File: src/rtl/rate_adapt_pkg.sv
package rate_adapt_pkg;

    typedef enum logic [1:0] {
        SPD_10   = 2'b00,
        SPD_100  = 2'b01,
        SPD_1000 = 2'b10,
        SPD_RSVD = 2'b11
    } speed_e;

    typedef struct packed {
        logic [7:0] data;
        logic       en;
        logic       er;
    } gbyte_t;

    localparam logic [7:0] PRE_BYTE = 8'h55;
    localparam logic [7:0] SFD_BYTE = 8'hD5;

    localparam gbyte_t IDLE_BYTE = '{data: 8'h00, en: 1'b0, er: 1'b0};

endpackage

File: src/rtl/rate_speed_lock.sv
module rate_speed_lock
    import rate_adapt_pkg::*;
(
    input  logic   clk,
    input  logic   rst_n,
    input  logic   stb,
    input  logic   en,
    input  speed_e speed_in,
    output speed_e speed_eff,
    output speed_e speed_lock,
    output logic   frame_open
);

    typedef struct packed {
        speed_e spd;
        logic   frame;
    } lock_st_t;

    lock_st_t st_d, st_q;

    always_comb begin
        st_d = st_q;
        // Outside a frame the live select is tracked every cycle.
        if (!st_q.frame) begin
            st_d.spd = speed_in;
        end
        if (stb) begin
            st_d.frame = en;
        end
        speed_eff = st_q.frame ? st_q.spd : speed_in;
    end

    always_ff @(posedge clk) begin
        if (!rst_n) begin
            st_q <= '{spd: SPD_1000, frame: 1'b0};
        end else begin
            st_q <= st_d;
        end
    end

    assign speed_lock = st_q.spd;
    assign frame_open = st_q.frame;

endmodule

File: src/rtl/rate_byte_stretch.sv
module rate_byte_stretch
    import rate_adapt_pkg::*;
#(
    parameter int REP_FAST = 10,
    parameter int REP_SLOW = 100,
    localparam int CNT_W   = $clog2(REP_SLOW)
) (
    input  logic             clk,
    input  logic             rst_n,
    input  logic             stb,
    input  gbyte_t           byte_in,
    input  speed_e           speed_eff,
    output gbyte_t           byte_out,
    output logic [CNT_W-1:0] rep_left
);

    localparam logic [CNT_W-1:0] LOAD_SLOW = CNT_W'(REP_SLOW - 1);
    localparam logic [CNT_W-1:0] LOAD_FAST = CNT_W'(REP_FAST - 1);
    localparam logic [CNT_W-1:0] LOAD_ONE  = '0;

    typedef struct packed {
        gbyte_t           hold;
        logic [CNT_W-1:0] cnt;
    } str_st_t;

    str_st_t st_d, st_q;
    logic [CNT_W-1:0] load_val;

    always_comb begin
        unique case (speed_eff)
            SPD_10:  load_val = LOAD_SLOW;
            SPD_100: load_val = LOAD_FAST;
            default: load_val = LOAD_ONE;
        endcase
    end

    always_comb begin
        st_d = st_q;
        if (stb) begin
            st_d.hold = byte_in;
            st_d.cnt  = load_val;
        end else if (st_q.cnt != '0) begin
            st_d.cnt = st_q.cnt - 1'b1;
        end else begin
            st_d.hold = IDLE_BYTE;
        end
    end

    always_ff @(posedge clk) begin
        if (!rst_n) begin
            st_q <= '{hold: IDLE_BYTE, cnt: '0};
        end else begin
            st_q <= st_d;
        end
    end

    assign byte_out = st_q.hold;
    assign rep_left = st_q.cnt;

endmodule

File: src/rtl/rate_preamble_check.sv
module rate_preamble_check
    import rate_adapt_pkg::*;
(
    input  logic       clk,
    input  logic       rst_n,
    input  logic       stb,
    input  logic [7:0] data,
    input  logic       en,
    input  logic       frame_open,
    output logic       fault
);

    typedef struct packed {
        logic       hunting;
        logic [1:0] run;
        logic       fault;
    } pre_st_t;

    pre_st_t st_d, st_q;

    always_comb begin
        st_d       = st_q;
        st_d.fault = 1'b0;
        if (stb && !en) begin
            st_d.hunting = 1'b0;
            st_d.run     = '0;
        end else if (stb && !frame_open) begin
            // First byte of a new frame.
            if (data == PRE_BYTE) begin
                st_d.hunting = 1'b1;
                st_d.run     = 2'd1;
            end else begin
                st_d.hunting = 1'b0;
                st_d.run     = '0;
                st_d.fault   = 1'b1;
            end
        end else if (stb && st_q.hunting) begin
            if (data == PRE_BYTE) begin
                st_d.run = (st_q.run == 2'd2) ? 2'd2 : st_q.run + 2'd1;
            end else begin
                st_d.hunting = 1'b0;
                st_d.fault   = (st_q.run < 2'd2) || (data != SFD_BYTE);
            end
        end
    end

    always_ff @(posedge clk) begin
        if (!rst_n) begin
            st_q <= '{hunting: 1'b0, run: 2'd0, fault: 1'b0};
        end else begin
            st_q <= st_d;
        end
    end

    assign fault = st_q.fault;

endmodule

File: src/rtl/gmii_byte_stretcher.sv
module gmii_byte_stretcher
    import rate_adapt_pkg::*;
#(
    parameter int REP_FAST = 10,
    parameter int REP_SLOW = 100,
    localparam int CNT_W   = $clog2(REP_SLOW)
) (
    input  logic       clk,
    input  logic       rst_n,
    input  logic       in_stb,
    input  logic [7:0] in_data,
    input  logic       in_en,
    input  logic       in_err,
    input  logic [1:0] speed_sel,
    output logic [7:0] out_data,
    output logic       out_dv,
    output logic       out_er,
    output logic       preamble_fault
);

    speed_e           spd_eff;
    speed_e           spd_lock;
    logic             frame_act;
    logic [CNT_W-1:0] rep_left;
    gbyte_t           byte_in;
    gbyte_t           byte_out;

    assign byte_in = '{data: in_data, en: in_en, er: in_err};

    rate_speed_lock u_lock (
        .clk        (clk),
        .rst_n      (rst_n),
        .stb        (in_stb),
        .en         (in_en),
        .speed_in   (speed_e'(speed_sel)),
        .speed_eff  (spd_eff),
        .speed_lock (spd_lock),
        .frame_open (frame_act)
    );

    rate_byte_stretch #(
        .REP_FAST (REP_FAST),
        .REP_SLOW (REP_SLOW)
    ) u_str (
        .clk       (clk),
        .rst_n     (rst_n),
        .stb       (in_stb),
        .byte_in   (byte_in),
        .speed_eff (spd_eff),
        .byte_out  (byte_out),
        .rep_left  (rep_left)
    );

    rate_preamble_check u_pre (
        .clk        (clk),
        .rst_n      (rst_n),
        .stb        (in_stb),
        .data       (in_data),
        .en         (in_en),
        .frame_open (frame_act),
        .fault      (preamble_fault)
    );

    assign out_data = byte_out.data;
    assign out_dv   = byte_out.en;
    assign out_er   = byte_out.er;

endmodule

File: config.mk
export PLATFORM = sky130hd
export DESIGN_NAME = gmii_byte_stretcher
export DESIGN_NICKNAME = d
export VERILOG_FILES = /design/src/rtl/rate_adapt_pkg.sv /design/src/rtl/rate_speed_lock.sv /design/src/rtl/rate_byte_stretch.sv /design/src/rtl/rate_preamble_check.sv /design/src/rtl/gmii_byte_stretcher.sv
export SDC_FILE = /design/constraint.sdc
export NUM_CORES = 1
export LEC_CHECK = 0
export ABC_AREA = 1
export CAP_MARGIN = 20
export CORE_AREA = 2 2 55 57
export DETAILED_ROUTE_END_ITERATION = 10
export DIE_AREA = 0 0 57 59
export GPL_TIMING_DRIVEN = 0
export PLACE_DENSITY = 0.77
export SKIP_CTS_REPAIR_TIMING = 1
export SLEW_MARGIN = 20
export SYNTH_ARGS = -nofsm -noshare
export SYNTH_HDL_FRONTEND = slang
export SYNTH_SLANG_ARGS = --single-unit
File: constraint.sdc
create_clock -name clk -period 2.97 [get_ports clk]
set_input_delay 0.7425 -clock clk [delete_from_list [all_inputs] [get_ports clk]]
set_output_delay 0.7425 -clock clk [all_outputs]
set_load 0.005 [all_outputs]
==> impl_metrics.json <==
{
  "outcome": "complete, no violations",
  "die_x_um": 57,
  "core_sq_um": 2710,
  "endpoint_kind": "output pin",
  "fmax_mhz": 513.6,
  "r2r_end": "u_str.rep_left[4]$_SDFFE_PN0P_",
  "drt_first_iter_violations": 48,
  "cts_max_level": 1,
  "drv_slew": 0,
  "dp_slack_ns": 0.8582,
  "synthFlopType": "dfxtp_1",
  "fillCellCount": 251,
  "clockRootBuffer": "clkbuf_4",
  "synth.distinct_cells": 25,
  "crit_fanout": 2,
  "async_flop_share": 0,
  "cts_buffers": 3,
  "r2r-start": "u_str.rep_left[0]$_SDFFE_PN0P_",
  "cts_sinks": 24,
  "r2r_cells": 8,
  "routed_wl_um": 2771,
  "critical_path.cell_chain": "clkdlybuf4s50_1",
  "finalWorstSetupSlack_ns": 1.023,
  "drc": 0,
  "setup_tns_ns": 0,
  "cp-start-kind": "flip-flop",
  "finalSetupViolations": 0,
  "clk_latency_ns": 0.31,
  "slew_headroom": 0.6583,
  "clkTransAtPathRegs_ns": 0.13,
  "vias": 1154,
  "tightest_slew_ns": 0.5125,
  "avgViaCountPerCell": 5.152,
  "portBuffers": 24,
  "crit_path_start": "u_str.byte_out[3]$_SDFFE_PN0P_",
  "p_leak_uw": 0.0006329,
  "cp.arrival_ns": 1.20,
  "gp_congestion": 0.7916,
  "synthCells": 166,
  "pin_count": 26,
  "r2r_setup_slack_ns": 1.37,
  "synth.area.top_cells": "dfxtp_1 41%, nand3_1 9.7%, nand2_1 9.2%, a21oi_1 6.8%, inv_1 6.0%",
  "register_area_sq_um": 480.5,
  "path_depth": 1,
  "synth_edf_count": 0,
  "hold_path.class": "reg -> reg",
  "p_per_area_nw_per_um2": 524.2,
  "synth_most_common_cell": "nand2_1",
  "whs_ns": 0.4784,
  "cts_tree": "built",
  "synth.cells.most_frequent": "29 x nand2_1, 24 x dfxtp_1, 23 x nand3_1, 19 x inv_1, 19 x nor2_1",
  "ys_ff_latch": 24,
  "yosys_warnings": 0,
  "layout.nets": 212,
  "cp_slowest_stage_delay_ns": 0.51,
  "antenna_cells": 0,
  "yosysSeqAreaShare": 0.4059,
  "multi_input_area_sq_um": 569.3,
  "clock_skew_ns": 0.01269,
  "overflow": 0,
  "die-area_sq_um": 3363,
  "cap_violations": 0,
  "crit_end": "out_data[1]",
  "grt_max_degree": 13,
  "syn_area_per_cell_sq_um": 7.130,
  "wl_per_cell_um": 12.37,
  "ant_nets": 0,
  "grt_use_total": 0.1746,
  "syn-num-nets": 183,
  "core.rowCount": 19,
  "yosysTopAreaCellShare": 0.4059,
  "cts_buffer_depth": 2,
  "grt_antenna_before_repair": 0,
  "yosys.area.top_type": "dfxtp_1",
  "crit_type": "reg -> out",
  "syn_area_sq_um": 1184,
  "rsz0062_at_grt": "no",
  "cp_top_family": "buffers and inverters",
  "grt_pass1_vias": 1075,
  "min_period_over_period": 0.6555,
  "cp_slowest_cell": "clkdlybuf4s50_1",
  "area_growth_pct": 25.48,
  "grt_pass1_wl_um": 4616,
  "required_ns": 2.23,
  "first_pass_iters": 4,
  "path_buf_inv": 1,
  "die_h_um": 59,
  "vdd_drop_max_v": 0.0002894,
  "dp_hpwl_um": 2095,
  "drive_gt1_frac": 0.09845,
  "hold_viol": 0,
  "layout_min_cycle_time_ns": 1.947,
  "start_util": 0.4367
}
kinds of logic after synthesis:
logic type      after synthesis  share of synthesized area
compound gates               25                     0.1121
fa+ha+maj                     2                    0.02114
buf+inv                      29                     0.1131
flops                        24                     0.4059
simple gates                 86                     0.3478
placed cells by master, fill, tap and decap left out, types with 3 or more instances in the layout:
cell	instances
a21oi_1	16
clkbuf_4	3
clkdlybuf4s50_1	24
dfxtp_1	24
inv_1	19
inv_2	3
nand2_1	29
nand3_1	23
nand4_1	5
nor2_1	19
o21ai_1	4
worst min path at each step:
stage,endpoint,from,cells past startpoint,slack [ns]
2_1_floorplan,u_str.byte_out[1]$_SDFFE_PN0P_,u_str.byte_out[1]$_SDFFE_PN0P_,2,0.46
3_3_place_gp,u_str.byte_out[1]$_SDFFE_PN0P_,u_str.byte_out[1]$_SDFFE_PN0P_,2,0.46
3_5_place_dp,u_str.byte_out[1]$_SDFFE_PN0P_,u_str.byte_out[1]$_SDFFE_PN0P_,2,0.47
4_1_cts,u_str.byte_out[1]$_SDFFE_PN0P_,u_str.byte_out[1]$_SDFFE_PN0P_,2,0.48
5_1_grt,u_str.byte_out[1]$_SDFFE_PN0P_,u_str.byte_out[1]$_SDFFE_PN0P_,2,0.51
6_report,u_str.byte_out[1]$_SDFFE_PN0P_,u_str.byte_out[1]$_SDFFE_PN0P_,2,0.48
worst register-to-register path, cell delays in order, from the launching register on:
cell     delay (ns)
dfxtp_1        0.34
inv_1          0.13
ha_1           0.23
inv_1          0.10
nor3_4         0.22
nand2_2        0.14
buf_6          0.16
nand4_1        0.10
nor2_1         0.05
sequential cells by signal, summed over array words and instances, names as in the netlist:
| register | count |
|---|---|
| u_pre.fault | 1 |
| u_lock.speed_lock | 2 |
| u_pre.st_q | 3 |
| u_lock.frame_open | 1 |
| u_str.rep_left | 7 |
| u_str.byte_out | 10 |
area by class of cell:
class | count | area share
Buffer | 5 | 0.02443
Clock buffer | 3 | 0.01516
Inverter | 24 | 0.06571
Multi-Input combinational cell | 113 | 0.3833
Sequential cell | 24 | 0.3235
Tap cell | 31 | 0.02612
Timing Repair Buffer | 24 | 0.1618
through the flow:
step                cell area [sq um]    util  cells  total power, uW
floorplan                        1184       -    166            562.4
detailed placement               1463  0.5397    221            641.7
finish                           1485  0.5480    224            778.5
CTS                              1485  0.5480    224            781.9
global placement                 1463  0.5397    221            633.4
global route                     1485  0.5480    224            833.3
report_power, final:
part | switching, uW | internal, uW | leakage [uW]
clock network | 90.6 | 47.4 | 0.0000138
logic | 144 | 114 | 0.000422
registers | 30.2 | 352 | 0.000198
total | 265 | 514 | 0.000633
routing by layer:
metal	global-route usage	part of all wire	up-vias
met5	0	0	-
met2	0.2890	0.48	34
met3	0.01528	0.042	6
met1	0.2335	0.47	514
met4	0.07973	0.016	0
li1	-	-	600
Power figures use the tool's default switching activity.
